<file path="src/rtl/scl_gen_pkg.sv">
package scl_gen_pkg;

  localparam int PS_W  = 8;
  localparam int CNT_W = 16;
  localparam int LIM_W = CNT_W + 1;

  // Control to datapath strobes.
  typedef struct packed {
    logic clear;    // hold counters at zero, capture configuration
    logic restart;  // start a new phase: zero both counters
    logic selHigh;  // current phase is the high phase
  } ctlStrobes_t;

  // Extra ticks added to each phase for a given prescale.
  function automatic logic [2:0] extraTicks(input logic [PS_W-1:0] ps);
    if (ps == '0)              return 3'd7;
    else if (ps == PS_W'(1))   return 3'd6;
    else                       return 3'd5;
  endfunction

endpackage

</file>
<file path="src/rtl/scl_gen_dp.sv">
module scl_gen_dp
  import scl_gen_pkg::*;
#(
  parameter int PsW  = PS_W,
  parameter int CntW = CNT_W
) (
  input  logic            clk,
  input  logic            rstN,
  input  ctlStrobes_t     ctl,
  input  logic [PsW-1:0]  prescale,
  input  logic [CntW-1:0] lowCount,
  input  logic [CntW-1:0] highCount,
  output logic            phaseDone
);

  localparam int LimW = CntW + 1;

  logic [PsW-1:0]  psCfg;
  logic [CntW-1:0] lowCfg, highCfg;
  logic [PsW-1:0]  psCnt;
  logic [LimW-1:0] phCnt;
  logic [LimW-1:0] limit;
  logic            tick;

  always_comb begin
    limit = {1'b0, (ctl.selHigh ? highCfg : lowCfg)}
          + LimW'(extraTicks(PS_W'(psCfg)));
    tick  = (psCnt == psCfg);
    phaseDone = tick && (phCnt == limit - LimW'(1));
  end

  // Configuration is captured only while the control holds clear.
  always_ff @(posedge clk or negedge rstN) begin
    if (!rstN) begin
      psCfg   <= '0;
      lowCfg  <= '0;
      highCfg <= '0;
    end else if (ctl.clear) begin
      psCfg   <= prescale;
      lowCfg  <= lowCount;
      highCfg <= highCount;
    end
  end

  always_ff @(posedge clk or negedge rstN) begin
    if (!rstN) begin
      psCnt <= '0;
      phCnt <= '0;
    end else if (ctl.clear || ctl.restart) begin
      psCnt <= '0;
      phCnt <= '0;
    end else if (tick) begin
      psCnt <= '0;
      phCnt <= phCnt + LimW'(1);
    end else begin
      psCnt <= psCnt + PsW'(1);
    end
  end

endmodule

</file>
<file path="src/rtl/scl_gen_ctrl.sv">
module scl_gen_ctrl
  import scl_gen_pkg::*;
(
  input  logic        clk,
  input  logic        rstN,
  input  logic        enable,
  input  logic        phaseDone,
  output ctlStrobes_t ctl,
  output logic        sclOut,
  output logic        fallStrobe,
  output logic        riseStrobe
);

  typedef enum logic [1:0] {ST_IDLE, ST_LOW, ST_HIGH} sclState_t;

  sclState_t state, stateNext;

  always_comb begin
    stateNext   = state;
    ctl.clear   = !enable;
    ctl.restart = 1'b0;
    ctl.selHigh = (state == ST_HIGH);
    if (!enable) begin
      stateNext = ST_IDLE;
    end else begin
      unique case (state)
        ST_IDLE: begin
          stateNext   = ST_LOW;
          ctl.restart = 1'b1;
        end
        ST_LOW: if (phaseDone) begin
          stateNext   = ST_HIGH;
          ctl.restart = 1'b1;
        end
        ST_HIGH: if (phaseDone) begin
          stateNext   = ST_LOW;
          ctl.restart = 1'b1;
        end
        default: stateNext = ST_IDLE;
      endcase
    end
  end

  always_ff @(posedge clk or negedge rstN) begin
    if (!rstN) begin
      state      <= ST_IDLE;
      fallStrobe <= 1'b0;
      riseStrobe <= 1'b0;
    end else begin
      state      <= stateNext;
      fallStrobe <= (stateNext == ST_LOW)  && (state != ST_LOW);
      riseStrobe <= (stateNext == ST_HIGH) && (state == ST_LOW);
    end
  end

  assign sclOut = (state != ST_LOW);

endmodule

</file>
<file path="src/rtl/scl_timing_gen.sv">
module scl_timing_gen
  import scl_gen_pkg::*;
(
  input  logic              clk,
  input  logic              rstN,
  input  logic              enable,
  input  logic [PS_W-1:0]   prescale,
  input  logic [CNT_W-1:0]  lowCount,
  input  logic [CNT_W-1:0]  highCount,
  output logic              sclOut,
  output logic              fallStrobe,
  output logic              riseStrobe
);

  ctlStrobes_t ctl;
  logic        phaseDone;

  scl_gen_ctrl i_ctrl (
    .clk        (clk),
    .rstN       (rstN),
    .enable     (enable),
    .phaseDone  (phaseDone),
    .ctl        (ctl),
    .sclOut     (sclOut),
    .fallStrobe (fallStrobe),
    .riseStrobe (riseStrobe)
  );

  scl_gen_dp #(.PsW(PS_W), .CntW(CNT_W)) i_dp (
    .clk       (clk),
    .rstN      (rstN),
    .ctl       (ctl),
    .prescale  (prescale),
    .lowCount  (lowCount),
    .highCount (highCount),
    .phaseDone (phaseDone)
  );

endmodule

</file>
<file path="config.mk">
export PLATFORM = sky130hd
export DESIGN_NAME = scl_timing_gen
export DESIGN_NICKNAME = d
export VERILOG_FILES = /design/src/rtl/scl_gen_pkg.sv /design/src/rtl/scl_gen_dp.sv /design/src/rtl/scl_gen_ctrl.sv /design/src/rtl/scl_timing_gen.sv
export SDC_FILE = /design/constraint.sdc
export NUM_CORES = 1
export LEC_CHECK = 0
export BUFFER_PORTS_ARGS = -buffer_cell sky130_fd_sc_hd__buf_2
export CAP_MARGIN = 0
export CORE_UTILIZATION = 45
export DETAILED_ROUTE_END_ITERATION = 8
export GPL_ROUTABILITY_DRIVEN = 0
export SETUP_SLACK_MARGIN = 0.3
export SYNTH_ARGS = -nofsm -noshare
export SYNTH_HDL_FRONTEND = slang
export SYNTH_SLANG_ARGS = --single-unit
export TNS_END_PERCENT = 100
</file>
<file path="constraint.sdc">
create_clock -name clk -period 8.9 [get_ports clk]
set_input_delay 0.445 -clock clk [delete_from_list [all_inputs] [get_ports clk]]
set_output_delay 0.445 -clock clk [all_outputs]
set_load 0.01 [all_outputs]
</file>
# Word-level counts from Yosys, hierarchy flattened
# Index checks and enable logic that the tools add are counted.
# Widths: inputs -> output; s select.
[op_classes]
n_lt_le_gt_ge = 0
n_eq_ne = 8
mul = 0
reduce_logical = 9
div = 0
bitwise = 0
addsub = 4
n_shift = 0
n_mux = 14
[ops]
columns = ["cell", "count"]
rows = [
  ["$mux 17", 2],
  ["$add 16x3->17", 1],
  ["$add 17x1->17 const B", 1],
  ["$eq 17x17->1", 1],
  ["$sub 17x1->17 const B", 1],
  ["$mux 16", 1],
  ["$mux 8", 2],
  ["$mux 2", 5],
  ["$add 8x1->8 const B", 1],
  ["$eq 8x1->1 const B", 1],
  ["$eq 8x8->1", 1],
  ["$logic_not 8->1", 1],
  ["$pmux 2 s3", 1],
  ["$eq 2x1->1 const B", 2],
  ["$eq 2x2->1 const B", 2],
  ["$logic_and 1x1->1", 3],
  ["$logic_not 2->1", 1],
  ["$mux 1", 2],
  ["$ne 2x1->1 const B", 1],
  ["$pmux 1 s2", 1],
  ["$reduce_bool 2->1", 1],
  ["$reduce_or 2->1", 1],
  ["$logic_not 1->1", 1],
  ["$logic_or 1x1->1", 1],
]
[word_totals]
mem_bits_ro = 0
output_inout_bits = 3
ff_bits = 69
ramBits = 0
memories = 0
inputBits = 43
latch_bits = 0

# Longest topological paths before layout
[depth]
depth_word = 12
mapped_depth = 20
mapped_depth_nobuf = 15

# Cells and area by module
# Synthesis repeated with hierarchy kept, for this count alone.
[unflattened]
cells_unflattened = 354
area_unflattened_um2 = 3900.0
[by_module_without_submodules]
columns = ["module", "instances", "area_per_inst_um2", "cells_per_inst", "seq_area_each_um2"]
rows = [
  ["scl_gen_dp", 1, 3671.0, 333, 1626.6],
  ["scl_gen_ctrl", 1, 229.0, 21, 100.1],
]

# Least setup slack after synthesis
# Ideal clock, no wire load.
[synth_timing]
path_kind = "flip-flop to flip-flop"
startpoint = "register i_ctrl.state[0]"
endpoint = "register i_dp.phCnt[10]"
arrival_time_ns = 4.037
path_slack_ns = 4.744
stages_incl_launch_ff = 20
t_required_ns = 8.781
cell_sequence = "dfrtp_1 > inv_1 > ha_1 > buf_6 > buf_12 > buf_6 > buf_2 > mux2i_1 > ha_1 > inv_1 > ha_1 > inv_1 > fa_1 > a21oi_2 > and3_1 > a41oi_1 > or4b_4 > o41ai_4 > buf_6 > nor2_2"
[synth_between]
elab_chain_cells = 11
elab_cells_between_ends = 15
[synth_lines]
columns = ["item", "line_no", "rtl"]
rows = [
  ["from (decl)", "scl_gen_ctrl.sv:16", "sclState_t state, stateNext;"],
  ["from (signal assigned)", "scl_gen_ctrl.sv:50", "state <= stateNext;"],
  ["$eq 2x2->1", "scl_gen_ctrl.sv:22, scl_gen_ctrl.sv:26", ""],
  ["$mux 16", "scl_gen_dp.sv:26", "limit = {1'b0, (ctl.selHigh ? highCfg : lowCfg)}"],
  ["$add 16x3->17", "scl_gen_dp.sv:27", "+ LimW'(extraTicks(PS_W'(psCfg)));"],
  ["$sub 17x1->17", "scl_gen_dp.sv:29", "phaseDone = tick && (phCnt == limit - LimW'(1));"],
  ["$eq 17x17->1", "scl_gen_dp.sv:29", ""],
  ["$logic_and 1x1->1", "scl_gen_dp.sv:29", ""],
  ["$mux 1", "scl_gen_ctrl.sv:31, scl_gen_ctrl.sv:35", ""],
  ["$pmux 1 s2 *", "scl_gen_ctrl.sv:26", "unique case (state)"],
  ["$mux 1 *", "scl_gen_ctrl.sv:23", "if (!enable) begin"],
  ["$logic_or 1x1->1 *", "scl_gen_dp.sv:49", "end else if (ctl.clear || ctl.restart) begin"],
  ["$mux 17 or $reduce_bool 2->1 (tied branches)", "-", ""],
  ["to (signal assigned)", "scl_gen_dp.sv:54", "phCnt <= phCnt + LimW'(1);"],
  ["to (decl)", "scl_gen_dp.sv:21", "logic [LimW-1:0] phCnt;"],
]
# Mark *: on every way between the ends. The rest lies on a longest branch, timed or not.
# A chain may end at the register's enable or synchronous reset.

# Final worst setup path
[layout_timing]
startpoint = "register i_ctrl.state[0]"
endpoint = "register i_dp.phCnt[1]"
# Same word-level chain as after synthesis.

==> impl_metrics.json <==
{
  "status": "completed",
  "cp_common_cell": "inv_1",
  "n_fill_cell": 806,
  "area_growth_pct": 12.6,
  "dp.cells": 519,
  "drc": 0,
  "cts_made_buffers": 9,
  "synth.net_count": 429,
  "clock_latency_ns": 0.35,
  "grt_antenna_before_repair": 0,
  "numPortBuffers": 45,
  "die_area_mm2": 0.00951,
  "ys_types": 61,
  "power.internal_w": 0.000545,
  "utilization_pct": 52.7,
  "fin_tns_setup_ns": 0,
  "synthCells": 375,
  "die_x_um": 97.5,
  "crit_chain": "inv_1 -> ha_2 -> mux2i_1 -> ha_1 -> inv_1 -> ha_1 -> inv_1 -> fa_1 -> xor2_1 -> xnor2_1 -> nand4_1 -> nor4_1 -> nand3_1 -> o41ai_4 -> buf_4 -> nor2_1",
  "final-hold-violation-count": 0,
  "synth_edf_count": 0,
  "whs_ns": 0.259,
  "grt_max_degree": 70,
  "grt_pass1_wl_um": 14100,
  "setup_viol": 0,
  "hpwl_um": 5820,
  "p_comb_share_pct": 14.6,
  "gr-total-overflow": 0,
  "final_cell_mix": "dfrtp_1, buf_2, mux2_2",
  "multi_input_area_mm2": 0.00224,
  "p_leak_nw": 1.92,
  "max_slew.worst_pin.slew_ns": 0.977,
  "drive_gt1_share_pct": 29.7,
  "cp-end-kind": "register",
  "crit_slowest_cell": "ha_2",
  "required_ns": 9.14,
  "clk_path_buf_depth": 2,
  "fin_nets": 476,
  "cts_tree": "yes",
  "cts.sinks": 69,
  "drv_cap": 0,
  "syn_area_per_cell_um2": 10.9,
  "rsz0062_at_grt": "false",
  "slowest_delay_ns": 0.78,
  "synth_area_mm2": 0.00410,
  "peakVddDrop_mv": 0.0740,
  "seqPwrFrac_pct": 47.1,
  "fin_crit_ns": 4.55,
  "drtIter0Drc": 109,
  "cts_resized": 0,
  "worst_slew_margin_rel_pct": 34.9,
  "period_share_pct": 51.2,
  "drv_slew": 0,
  "routed_wl_um": 8090,
  "vias": 2915,
  "worst_slack_ns": 4.35,
  "grt_pass1_vias": 2961,
  "fin_worst_skew_ns": 0.00795,
  "ant_nets": 0,
  "wire_per_inst_um": 15.1,
  "power_switching_w": 0.000205,
  "h-tree-depth": 3,
  "p_per_area_mw_per_mm2": 162,
  "hp-class": "input pin to async pin",
  "timing.rr.end": "i_dp.phCnt[1]$_DFFE_PN0P_",
  "coreArea_mm2": 0.00876,
  "hold_buffers": 0,
  "fin_cells": 535,
  "start_kind": "register",
  "synth_ff_type": "dfrtp_1",
  "vias_per_cell": 5.45,
  "cts_root_buf": "clkbuf_8",
  "pin_count": 46,
  "rr_startpoint": "i_ctrl.state[0]$_DFF_PN0_",
  "synth_seq_cells": 69,
  "timing.fmax_mhz": 220,
  "path_max_fanout": 37,
  "ys_seq_area_share_pct": 42.1,
  "firstDrtPassIters": 4,
  "die_h_um": 97.5,
  "arrival_ns": 4.79,
  "r2r_cells": 16,
  "final_common_cell": "dfrtp_1",
  "synthArstFlopShare_pct": 100,
  "synth-warning-count": 0,
  "swShare_pct": 27.3,
  "path_buf_inv": 4,
  "clk_transition_reported_paths_ns": 0.08,
  "criticalPathCategory": "register to register",
  "dp_slack_ns": 4.42,
  "clkPwrFrac_pct": 38.3,
  "cts_setup_buffers": 0,
  "register_area_mm2": 0.00173,
  "start_util_pct": 46.8,
  "grt_use_total_pct": 18.3,
  "row_count": 34,
  "diodes": 0,
  "r2r_slack_ns": 4.35,
  "cpLargestDelayFamily": "adder cells"
}
[worst register-to-register path: cells and delay by family, from the launching register on]
kind	cells	cell delay [ns]
buf+inv	4	0.53
xor+xnor	2	0.36
fa+ha+maj	4	1.65
flops	1	0.41
mux	1	0.28
compound gates	1	0.36
simple gates	4	0.85
[per-stage QoR]
step,instance area (um^2),total power [W]
final,4620,0.000750
after global routing,4620,0.000786
after CTS,4620,0.000758
after detailed placement,4400,0.000468
after global placement,4400,0.000466
after floorplan,4100,0.000432
[worst max-delay path by stage]
stage / start / endpoint / slack, ns / cells past startpoint
after floorplan: i_ctrl.state[0]$_DFF_PN0_ / i_dp.phCnt[10]$_DFFE_PN0P_ / 4.74 / 19
after global routing: i_ctrl.state[0]$_DFF_PN0_ / i_dp.phCnt[5]$_DFFE_PN0P_ / 3.94 / 16
after detailed placement: i_ctrl.state[0]$_DFF_PN0_ / i_dp.phCnt[1]$_DFFE_PN0P_ / 4.42 / 16
after CTS: i_ctrl.state[0]$_DFF_PN0_ / i_dp.phCnt[1]$_DFFE_PN0P_ / 4.38 / 16
after global placement: i_ctrl.state[0]$_DFF_PN0_ / i_dp.phCnt[5]$_DFFE_PN0P_ / 4.47 / 16
final: i_ctrl.state[0]$_DFF_PN0_ / i_dp.phCnt[1]$_DFFE_PN0P_ / 4.35 / 16
[routing by layer]
metal	wire [um]	global-route usage (%)	vias to the layer above	part of all wire (%)
met2	3620	28.5	47	45
met4	158	7.47	0	2.0
met3	242	3.02	18	3.0
met1	4070	25.4	1421	50
li1	-	-	1429	-
met5	0	0	-	0
[final cells by class]
cell class	count	share of cell area, %
clock buffer	9	2.68
timing repair buffer	47	5.20
clock inverter	7	2.11
inverter	15	1.22
sequential	69	37.4
multi-input combinational	280	48.5
tap	108	2.92
[synth_stat cells, types with 2 or more instances]
library cell	n	share of area, %
mux2i_1	14	3.4
a22oi_1	2	0.37
and4_1	2	0.43
a21oi_1	7	0.85
inv_1	15	1.4
nor4b_1	3	0.64
mux2i_4	3	1.6
nor4_1	3	0.46
xor2_1	15	3.2
xnor2_1	32	6.8
o21ai_0	4	0.49
nor3b_1	2	0.37
mux2_2	41	11
dfrtp_1	69	42
o31a_1	2	0.43
nand4_1	7	1.1
and2_1	3	0.46
buf_2	2	0.24
ha_1	10	3.0
nor2_2	10	1.5
o21ai_1	2	0.24
nor3_1	10	1.2
nand4b_1	2	0.43
buf_6	3	0.82
nor2_1	30	2.7
clkbuf_1	5	0.46
and3_1	10	1.5
nand3b_1	2	0.37
nand2_1	12	1.1
nand3_1	22	2.7
[flip-flops by register name, summed over array words and instances, names as in the netlist]
register           flops
i_dp.psCfg             8
i_dp.psCnt             8
i_dp.highCfg          16
i_ctrl.riseStrobe      1
i_dp.phCnt            17
i_ctrl.fallStrobe      1
i_ctrl.state           2
i_dp.lowCfg           16
[power groups by stage]
stage          registers, W  clock network (W)  logic (W)
2_1_floorplan      0.000353                  0  0.0000789
3_3_place_gp       0.000359                  0   0.000108
3_5_place_dp       0.000359                  0   0.000109
4_1_cts            0.000353           0.000295   0.000110
5_1_grt            0.000356           0.000308   0.000122
6_report           0.000353           0.000287   0.000109
[logic make-up (layout without fill, tap and decap cells)]
logic type | Yosys count | after routing | share of synthesized area [%]
XOR/XNOR | 48 | 48 | 10.4
adder cells (fa/ha/maj) | 11 | 11 | 3.54
flip-flops | 69 | 69 | 42.1
AO/OA/AOI/OAI | 35 | 35 | 6.77
buffers and inverters | 26 | 78 | 3.38
multiplexers | 60 | 60 | 16.9
AND/OR/NAND/NOR | 126 | 126 | 16.9
Power figures use the tool's default switching activity.
